**src/rtl/dbg_reply_pkg.sv**
```systemverilog
package dbg_reply_pkg;
  localparam logic [1:0] KIND_STAT = 2'd0;
  localparam logic [1:0] KIND_DATA = 2'd1;
  localparam logic [7:0] LEAD_STAT = 8'hF8;
  localparam logic [7:0] LEAD_DATA = 8'hF9;
  localparam logic [7:0] LEAD_ACK  = 8'hFA;

  typedef enum logic [2:0] {
    S_IDLE, S_LEAD, S_UNIT, S_FETCH, S_BODY
  } seq_state_e;

  function automatic logic [7:0] lead_of(input logic [1:0] kind);
    case (kind)
      KIND_STAT: lead_of = LEAD_STAT;
      KIND_DATA: lead_of = LEAD_DATA;
      default:   lead_of = LEAD_ACK;
    endcase
  endfunction
endpackage

```
**src/rtl/dbg_status_pack.sv**
```systemverilog
module dbg_status_pack (
  input  logic       flag_c_i,
  input  logic       flag_z_i,
  input  logic [1:0] arch_i,
  input  logic       step_i,
  output logic [7:0] stat_o
);
  always_comb begin
    stat_o      = '0;
    stat_o[0]   = flag_c_i;
    stat_o[1]   = ~flag_z_i;
    stat_o[5:4] = arch_i;
    stat_o[7]   = step_i;
  end
endmodule

```
**src/rtl/dbg_reply_seq.sv**
```systemverilog
module dbg_reply_seq
  import dbg_reply_pkg::*;
#(
  parameter int UNIT_W = 4,
  parameter int ADDR_W = 9,
  parameter int LEN_W  = 8,
  parameter int PC_W   = 16
) (
  input  logic              clk_i,
  input  logic              rst_ni,
  input  logic              req_valid_i,
  output logic              req_ready_o,
  input  logic [1:0]        req_kind_i,
  input  logic [UNIT_W-1:0] req_unit_i,
  input  logic [ADDR_W-1:0] req_addr_i,
  input  logic [LEN_W-1:0]  req_len_i,
  input  logic [7:0]        stat_i,
  input  logic [PC_W-1:0]   pc_i,
  output logic              mem_req_o,
  output logic [ADDR_W-1:0] mem_addr_o,
  input  logic              mem_vld_i,
  input  logic [31:0]       mem_data_i,
  output logic              active_o,
  output logic              rep_valid_o,
  output logic [7:0]        rep_data_o,
  input  logic              rep_ready_i
);
  localparam int BUF_W = (PC_W + 8 > 32) ? PC_W + 8 : 32;
  localparam logic [LEN_W-1:0] STAT_REM = LEN_W'(1 + PC_W / 8);
  localparam logic [LEN_W-1:0] ACK_REM  = LEN_W'(1);

  seq_state_e        state_q, state_d;
  logic [1:0]        kind_q, kind_d;
  logic [UNIT_W-1:0] unit_q, unit_d;
  logic [ADDR_W-1:0] addr_q, addr_d;
  logic [LEN_W-1:0]  rem_q, rem_d;
  logic [1:0]        lane_q, lane_d;
  logic [BUF_W-1:0]  buf_q, buf_d;

  always_comb begin
    state_d = state_q;
    kind_d  = kind_q;
    unit_d  = unit_q;
    addr_d  = addr_q;
    rem_d   = rem_q;
    lane_d  = lane_q;
    buf_d   = buf_q;
    case (state_q)
      S_IDLE: if (req_valid_i) begin
        kind_d  = req_kind_i;
        unit_d  = req_unit_i;
        addr_d  = req_addr_i;
        lane_d  = '0;
        buf_d   = '0;
        state_d = S_LEAD;
        case (req_kind_i)
          KIND_STAT: begin
            buf_d[PC_W+7:0] = {pc_i, stat_i};
            rem_d = STAT_REM;
          end
          KIND_DATA: rem_d = req_len_i;
          default:   rem_d = ACK_REM;
        endcase
      end
      S_LEAD: if (rep_ready_i) state_d = S_UNIT;
      S_UNIT: if (rep_ready_i) begin
        if (rem_q == '0)            state_d = S_IDLE;
        else if (kind_q == KIND_DATA) state_d = S_FETCH;
        else                        state_d = S_BODY;
      end
      S_FETCH: if (mem_vld_i) begin
        buf_d        = '0;
        buf_d[31:0]  = mem_data_i;
        addr_d       = addr_q + 1'b1;
        lane_d       = '0;
        state_d      = S_BODY;
      end
      S_BODY: if (rep_ready_i) begin
        buf_d  = buf_q >> 8;
        rem_d  = rem_q - 1'b1;
        lane_d = lane_q + 1'b1;
        if (rem_q == LEN_W'(1))                          state_d = S_IDLE;
        else if (kind_q == KIND_DATA && lane_q == 2'd3)  state_d = S_FETCH;
      end
      default: state_d = S_IDLE;
    endcase
  end

  always_ff @(posedge clk_i or negedge rst_ni) begin
    if (!rst_ni) begin
      state_q <= S_IDLE;
      kind_q  <= '0;
      unit_q  <= '0;
      addr_q  <= '0;
      rem_q   <= '0;
      lane_q  <= '0;
      buf_q   <= '0;
    end else begin
      state_q <= state_d;
      kind_q  <= kind_d;
      unit_q  <= unit_d;
      addr_q  <= addr_d;
      rem_q   <= rem_d;
      lane_q  <= lane_d;
      buf_q   <= buf_d;
    end
  end

  always_comb begin
    rep_valid_o = 1'b0;
    rep_data_o  = '0;
    case (state_q)
      S_LEAD: begin rep_valid_o = 1'b1; rep_data_o = lead_of(kind_q); end
      S_UNIT: begin rep_valid_o = 1'b1; rep_data_o = 8'(unit_q); end
      S_BODY: begin rep_valid_o = 1'b1; rep_data_o = buf_q[7:0]; end
      default: ;
    endcase
  end

  assign req_ready_o = (state_q == S_IDLE);
  assign active_o    = (state_q != S_IDLE);
  assign mem_req_o   = (state_q == S_FETCH);
  assign mem_addr_o  = addr_q;
endmodule

```
**src/rtl/dbg_out_arb.sv**
```systemverilog
module dbg_out_arb #(
  parameter int DATA_W = 8
) (
  input  logic              active_i,
  input  logic              rep_valid_i,
  input  logic [DATA_W-1:0] rep_data_i,
  input  logic              txt_valid_i,
  input  logic [DATA_W-1:0] txt_data_i,
  output logic              txt_ready_o,
  output logic              tx_valid_o,
  output logic [DATA_W-1:0] tx_data_o,
  input  logic              tx_ready_i
);
  // reply owns the line for its whole length, even while fetching
  always_comb begin
    if (active_i) begin
      tx_valid_o  = rep_valid_i;
      tx_data_o   = rep_data_i;
      txt_ready_o = 1'b0;
    end else begin
      tx_valid_o  = txt_valid_i;
      tx_data_o   = txt_data_i;
      txt_ready_o = tx_ready_i;
    end
  end
endmodule

```
**src/rtl/dbg_reply_fmt.sv**
```systemverilog
module dbg_reply_fmt #(
  parameter int UNIT_W = 4,
  parameter int ADDR_W = 9,
  parameter int LEN_W  = 8,
  parameter int PC_W   = 16
) (
  input  logic              clk_i,
  input  logic              rst_ni,
  input  logic              req_valid_i,
  output logic              req_ready_o,
  input  logic [1:0]        req_kind_i,
  input  logic [UNIT_W-1:0] req_unit_i,
  input  logic [ADDR_W-1:0] req_addr_i,
  input  logic [LEN_W-1:0]  req_len_i,
  input  logic              flag_c_i,
  input  logic              flag_z_i,
  input  logic [1:0]        arch_i,
  input  logic              step_i,
  input  logic [PC_W-1:0]   pc_i,
  output logic              mem_req_o,
  output logic [ADDR_W-1:0] mem_addr_o,
  input  logic              mem_vld_i,
  input  logic [31:0]       mem_data_i,
  input  logic              txt_valid_i,
  input  logic [7:0]        txt_data_i,
  output logic              txt_ready_o,
  output logic              tx_valid_o,
  output logic [7:0]        tx_data_o,
  input  logic              tx_ready_i
);
  logic [7:0] stat;
  logic       active;
  logic       rep_valid;
  logic [7:0] rep_data;

  dbg_status_pack i_stat (
    .flag_c_i (flag_c_i),
    .flag_z_i (flag_z_i),
    .arch_i   (arch_i),
    .step_i   (step_i),
    .stat_o   (stat)
  );

  dbg_reply_seq #(
    .UNIT_W (UNIT_W),
    .ADDR_W (ADDR_W),
    .LEN_W  (LEN_W),
    .PC_W   (PC_W)
  ) i_seq (
    .clk_i       (clk_i),
    .rst_ni      (rst_ni),
    .req_valid_i (req_valid_i),
    .req_ready_o (req_ready_o),
    .req_kind_i  (req_kind_i),
    .req_unit_i  (req_unit_i),
    .req_addr_i  (req_addr_i),
    .req_len_i   (req_len_i),
    .stat_i      (stat),
    .pc_i        (pc_i),
    .mem_req_o   (mem_req_o),
    .mem_addr_o  (mem_addr_o),
    .mem_vld_i   (mem_vld_i),
    .mem_data_i  (mem_data_i),
    .active_o    (active),
    .rep_valid_o (rep_valid),
    .rep_data_o  (rep_data),
    .rep_ready_i (tx_ready_i)
  );

  dbg_out_arb #(.DATA_W(8)) i_arb (
    .active_i    (active),
    .rep_valid_i (rep_valid),
    .rep_data_i  (rep_data),
    .txt_valid_i (txt_valid_i),
    .txt_data_i  (txt_data_i),
    .txt_ready_o (txt_ready_o),
    .tx_valid_o  (tx_valid_o),
    .tx_data_o   (tx_data_o),
    .tx_ready_i  (tx_ready_i)
  );
endmodule

```
**config.mk**
```make
export PLATFORM = sky130hd
export DESIGN_NAME = dbg_reply_fmt
export DESIGN_NICKNAME = d
export VERILOG_FILES = /design/src/rtl/dbg_reply_pkg.sv /design/src/rtl/dbg_status_pack.sv /design/src/rtl/dbg_reply_seq.sv /design/src/rtl/dbg_out_arb.sv /design/src/rtl/dbg_reply_fmt.sv
export SDC_FILE = /design/constraint.sdc
export NUM_CORES = 1
export LEC_CHECK = 0
export BUFFER_PORTS_ARGS = -buffer_cell sky130_fd_sc_hd__buf_2
export CORE_ASPECT_RATIO = 1.4
export CORE_MARGIN = 10
export CORE_UTILIZATION = 36
export CTS_CLUSTER_DIAMETER = 80
export DETAILED_ROUTE_END_ITERATION = 12
export GPL_ROUTABILITY_DRIVEN = 0
export GPL_TIMING_DRIVEN = 0
export PLACE_DENSITY = 0.66
export SETUP_SLACK_MARGIN = 0.15
export SLEW_MARGIN = 20
export SYNTH_ARGS = -nofsm -noshare
export SYNTH_HDL_FRONTEND = slang
export SYNTH_SLANG_ARGS = --single-unit
```
**constraint.sdc**
```tcl
create_clock -name clk_i -period 2.5 [get_ports clk_i]
set_input_delay 0.125 -clock clk_i [delete_from_list [all_inputs] [get_ports clk_i]]
set_output_delay 0.125 -clock clk_i [all_outputs]
set_load 0.01 [all_outputs]
```
# Yosys cells after proc, flatten, opt, wreduce, memory -nomap -nowiden
# Cells that the tools add are included.
dict set report op_classes {
  eq_ne 14
  n_mux 32
  n_bitwise 1
  n_reduce_logical 15
  add_sub_neg 3
}
# cell count
set op_table {}
lappend op_table {{32-bit 2-to-1 mux} 3}
lappend op_table {{32-bit one-hot mux with 3 select lines} 1}
lappend op_table {{8-bit one-hot mux with 2 select lines} 2}
lappend op_table {{3-bit 2-to-1 mux} 9}
lappend op_table {{24-bit 2-to-1 mux} 1}
lappend op_table {{8-bit 2-to-1 mux} 3}
lappend op_table {{8-bit one-hot mux with 3 select lines} 1}
lappend op_table {{9-bit 2-to-1 mux} 2}
lappend op_table {{9-bit one-hot mux with 2 select lines} 1}
lappend op_table {{3-bit one-hot mux with 5 select lines} 1}
lappend op_table {{9-bit by 1-bit adder with 9-bit output (second input constant)} 1}
lappend op_table {{8-bit by 1-bit == test with 1-bit output (second input constant)} 1}
lappend op_table {{8-bit logical NOT} 1}
lappend op_table {{2-bit inequality test (second input constant)} 4}
lappend op_table {{8-bit by 1-bit subtractor with 8-bit output (second input constant)} 1}
lappend op_table {{3-bit by 2-bit == test with 1-bit output (second input constant)} 2}
lappend op_table {{2-bit 2-to-1 mux} 3}
lappend op_table {{2-bit one-hot mux with 3 select lines} 1}
lappend op_table {{3-bit AND reduction} 2}
lappend op_table {{6-bit AND reduction} 1}
lappend op_table {{3-bit nonzero test} 2}
lappend op_table {{2-bit by 1-bit == test with 1-bit output (second input constant)} 2}
lappend op_table {{2-bit logical NOT} 2}
lappend op_table {{2-bit one-hot mux with 2 select lines} 1}
lappend op_table {{14 further kinds} 17}
dict set report word_totals {
  out_inout_bits 21
  in_bits 90
  ff_bits 60
  wordCells 72
}

# Logic depth before layout (Yosys ltp)
dict set report logic_depth {
  word_depth 6
  mapped_depth 8
  ltp_nobuf 6
}

# By module
# Synthesis repeated with hierarchy kept, for this count alone.
dict set report unflattened {
  hier_cells 387
  hier_area_um2 3565.9
}
# mod n_inst area_each_um2 cells_per_inst
set by_module_without_submodules {}
lappend by_module_without_submodules {dbg_reply_seq 1 3350.7 367}
lappend by_module_without_submodules {dbg_out_arb 1 155.1 11}
lappend by_module_without_submodules {dbg_status_pack 1 60.1 9}

# Worst setup path after synthesis
# OpenSTA, ideal clock, no wires.
dict set report synth_timing {
  path_kind {register -> register}
  start {register i_seq.rem_q[0]}
  end {register i_seq.state_q[1]}
  synth_period_minus_slack_ns 1.840
  path_buffers 0
  setup_time_ns 0.122
  required_ns 2.378
  arrival_ns 1.718
  stages_incl_launch_ff 7
  path_slack_ns 0.660
  path_cell_list {dfrtp_1 > inv_1 > ha_1 > nor3b_1 > nand2_1 > a311o_1 > a32o_1}
}
dict set report synth_via {
  elab_chain_len 4
}
# element line_no
set synth_rtl {}
lappend synth_rtl {{start, declared} dbg_reply_seq.sv:36} ;# logic [LEN_W-1:0] rem_q, rem_d;
lappend synth_rtl {{start signal, assigned} dbg_reply_seq.sv:103} ;# rem_q <= rem_d;
lappend synth_rtl {{8-bit by 1-bit == test with 1-bit output / 8-bit logical NOT (equally long branches)} {dbg_reply_seq.sv:82, dbg_reply_seq.sv:67}}
lappend synth_rtl {{3-bit 2-to-1 mux (on tied branches)} {dbg_reply_seq.sv:82, dbg_reply_seq.sv:67}}
lappend synth_rtl {{3-bit 2-to-1 mux (on tied branches)} {dbg_reply_seq.sv:78, dbg_reply_seq.sv:66}}
lappend synth_rtl {{3-bit one-hot mux with 5 select lines} dbg_reply_seq.sv:48} ;# case (state_q)
lappend synth_rtl {{end signal, assigned} dbg_reply_seq.sv:99} ;# state_q <= state_d;
lappend synth_rtl {{end, declared} dbg_reply_seq.sv:32} ;# seq_state_e state_q, state_d;
# Parallel ways exist; a longest one is shown, timed or not. The select of a mux whose other input is x is not followed.
# A chain may end at the register's enable or synchronous reset.

# Worst setup path after layout
dict set report layout_timing {
  start {register i_seq.state_q[0]}
  end {output port tx_data_o[0]}
}
dict set report layout_via {
  elab_chain_len 3
}
# element line_no
set layout_rtl {}
lappend layout_rtl {{3-bit == test (tied with other cells)} dbg_reply_seq.sv:112} ;# case (state_q)
lappend layout_rtl {{8-bit one-hot mux with 3 select lines} dbg_reply_seq.sv:112}
lappend layout_rtl {{8-bit 2-to-1 mux *} dbg_out_arb.sv:16} ;# if (active_i) begin
lappend layout_rtl {{end, declared} dbg_reply_fmt.sv:28} ;# output logic [7:0] tx_data_o,
# Every way passes the cells marked *; elsewhere a longest branch is shown, timed or not.

==> impl_metrics.py <==
metrics = {
    "clock_network": {
        "cts_buffers": 9,
        "post-cts-setup-buffers": 0,
        "insertion_delay_ns": 0.34,
        "cts_tree": "built",
        "root_buffer": "clkbuf_16",
        "path_clk_slew_ns": 0.06,
        "clock-sinks": 60,
        "clockBufferDepth": 2,
        "htreeDepth": 3,
    },
    "placed_design": {
        "dp_slack_ns": 0.279,
        "place.port_buffers": 110,
        "hpwlAfterDp_um": 8370,
        "dp_cells": 575,
    },
    "power": {
        "intPower_mw": 3.28,
        "sw_frac_of_total": 0.400,
        "p_switching_mw": 2.18,
        "power_density_nw_per_um2": 1220,
        "power.share.sequential": 0.314,
        "p_clk_frac": 0.230,
        "comb_power_share": 0.456,
        "leakagePower_nw": 2.17,
        "peakVddDrop_mv": 0.508,
    },
    "sta": {
        "finalSetupTns_ns": 0,
        "tightest_slew_ns": 0.808,
        "finalMaxSlewViolations": 0,
        "hold_viol": 0,
        "worst_slack_ns": 0.337,
        "finalCritPeriodShare": 0.865,
        "layout_min_cycle_time_ns": 2.16,
        "setup_viol": 0,
        "rsz0062_at_grt": "no",
        "skew_ns": 0.00570,
        "slew_headroom": 0.462,
        "max_freq_mhz": 462,
    },
    "logic_synthesis": {
        "synth_seq_cells": 60,
        "synthDistinctLibCells": 60,
        "synth.avg_cell_area_sq_um": 9.66,
        "ys_async_sr_fraction": 1.00,
        "netlist.area_leader.share": 0.438,
        "synth-warning-count": 0,
        "postSynthCellCount": 355,
        "synth_seq_area_share": 0.438,
        "syn_nets": 449,
        "netlist_area_sq_um": 3430,
        "synthTopCellsByArea": "dfrtp_1, mux2i_1, a222oi_1, o21ai_0, inv_1",
        "synth_ff_type": "dfrtp_1",
        "synth_edf_count": 0,
        "synth_area_leader_cell": "dfrtp_1",
    },
    "run": {
        "max_cap_violations": 0,
    },
    "detailed_routing": {
        "wl_per_cell_um": 18.5,
        "vias": 3297,
        "first_iter_violations": 223,
        "drtPass1Iterations": 5,
        "ant_nets": 0,
        "routed_via_density": 5.54,
        "drc": 0,
        "wl_um": 11000,
    },
    "die": {
        "die_w_um": 102,
        "design.core.area_sq_um": 9410,
        "fp.dieH_um": 135,
        "num_rows": 42,
        "ios": 111,
        "initial_utilization": 0.364,
        "fp.dieArea_sq_um": 13900,
    },
    "cells_and_area": {
        "final_cells": 595,
        "area_delta_synth_final_pct": 30.3,
        "fin_nets": 573,
        "drive_above_1_share": 0.322,
    },
    "worst_setup_path": {
        "crit_arrival_ns": 2.04,
        "cp_data_required_time_ns": 2.38,
        "r2r_slack_ns": 0.41,
        "critPathSlowestCell": "dfrtp_1",
        "endpoint_kind": "primary output",
        "cp-start-kind": "flip-flop",
        "cp_cell_sequence": "buf_6, or3b_1, buf_2, clkbuf_1, o22ai_1, buf_2",
        "critPathKind": "flip-flop to primary output",
        "worst_path_most_repeated_cell": "buf_2",
        "slowest_delay_ns": 0.37,
        "worstPathMaxFanout": 10,
        "reg2regPathDepth": 7,
    },
    "grt": {
        "grt_start_max_net_pins": 61,
        "grtUsageTotal": 0.163,
        "antenna_found_initial": 1,
        "grt_pass1_wl_um": 17800,
        "grt_pass1_vias": 3580,
        "grt-ovfl-total": 0,
    },
    "min_path": {
        "hold_path_depth": 2,
        "min_path_type": "primary input to flip-flop",
    },
    "run_status": {
        "outcome": "finished, final reports clean",
    },
}
-- synth_stat cells (4+ instances only) --
| library cell | number |
|---|---|
| dfrtp_1 | 60 |
| o21ai_0 | 34 |
| inv_1 | 27 |
| mux2i_1 | 26 |
| nor2_1 | 23 |
| a222oi_1 | 21 |
| a21oi_1 | 19 |
| nand2_1 | 15 |
| buf_2 | 14 |
| clkbuf_1 | 14 |
| a22o_1 | 8 |
| nand3_1 | 8 |
| mux2_2 | 6 |
| and2_1 | 5 |
| a2bb2oi_1 | 4 |
| a31oi_1 | 4 |
| ha_1 | 4 |
| nand2b_1 | 4 |
| o22ai_1 | 4 |
-- logic make-up (layout without fill, tap and decap cells) --
family,Yosys count,after routing,synth area share
AO/OA/AOI/OAI,116,116,0.239
AND/OR/NAND/NOR,81,81,0.129
adder cells (fa/ha/maj),4,4,0.0146
buffers and inverters,58,187,0.0719
flip-flops,60,60,0.438
XOR/XNOR,1,1,0.00256
multiplexers,35,35,0.105
other,0,1,0
-- timing repair --
item | 4_1_cts | 5_1_grt
setup endpoints to repair | 1 | 2
endpoints found under the hold margin | 63 | 0
resized for setup | 0 | 1
hold buffers | 4 | 0
-- critical path, delay by kind of cell, from the launching register on --
| family | cells | cell delay [ns] |
|---|---|---|
| flip-flops | 1 | 0.37 |
| buffers and inverters | 4 | 0.74 |
| AND/OR/NAND/NOR | 1 | 0.36 |
| AO/OA/AOI/OAI | 1 | 0.23 |
-- registers in the layout (all words and copies together) (netlist names) --
signal,cells
i_seq.buf_q,32
i_seq.kind_q,2
i_seq.lane_q,2
i_seq.mem_addr_o,9
i_seq.rem_q,8
i_seq.state_q,3
i_seq.unit_q,4
-- cells in the final DEF, fill, tap and decap left out, types with 5 or more instances in the layout --
master / count
and2_1: 5
a222oi_1: 21
inv_1: 27
mux2i_1: 26
mux2_2: 6
o21ai_0: 34
buf_2: 123
nor2_1: 23
a21oi_1: 19
clkbuf_1: 14
a22o_1: 8
dfrtp_1: 60
nand3_1: 8
nand2_1: 15
clkbuf_16: 9
-- metrics by stage --
stage / total power [mW] / hold slack, ns / utilization / instance area [sq um]
2_1_floorplan: 3.40 / -0.171 / - / 3430
3_3_place_gp: 4.12 / 0.342 / 0.438 / 4120
3_5_place_dp: 4.19 / 0.266 / 0.438 / 4120
4_1_cts: 5.47 / 0.0000814 / 0.474 / 4460
5_1_grt: 5.86 / 0.00909 / 0.474 / 4460
6_report: 5.46 / 0.00542 / 0.475 / 4470
-- per-layer routing --
metal | GRT usage | wire, um
met1 | 0.182 | 4340
met2 | 0.276 | 5480
met3 | 0.0516 | 917
met4 | 0.0739 | 254
met5 | 0 | 0
-- worst paths after layout --
kind                             startpoint                to
max in group asynchronous            rst_ni  i_seq.state_q[0]
max reg2reg                i_seq.state_q[1]   i_seq.lane_q[0]
max                        i_seq.state_q[0]      tx_data_o[0]
min reg2reg                 i_seq.unit_q[3]   i_seq.unit_q[3]
min in group asynchronous            rst_ni    i_seq.rem_q[0]
min                          mem_data_i[28]   i_seq.buf_q[28]
-- power by group through the flow --
stage                     clock network [mW]  logic [mW]  registers, mW
after floorplan                            0        1.72           1.67
after global placement                     0        2.42           1.70
final                                   1.26        2.49           1.71
after CTS                               1.27        2.50           1.70
after detailed placement                   0        2.48           1.71
after global routing                    1.32        2.76           1.77
-- layout make-up --
class	count	area, sq um
Clock inverter	6	63.8
Sequential cell	60	1500
Timing Repair Buffer	114	593
Buffer	30	141
Fill cell	896	4940
Inverter	27	101
Multi-Input combinational cell	237	1690
Tap cell	110	138
Clock buffer	10	239
Antenna cell	1	2.50
No activity file was read; power rests on OpenSTA's default activity.
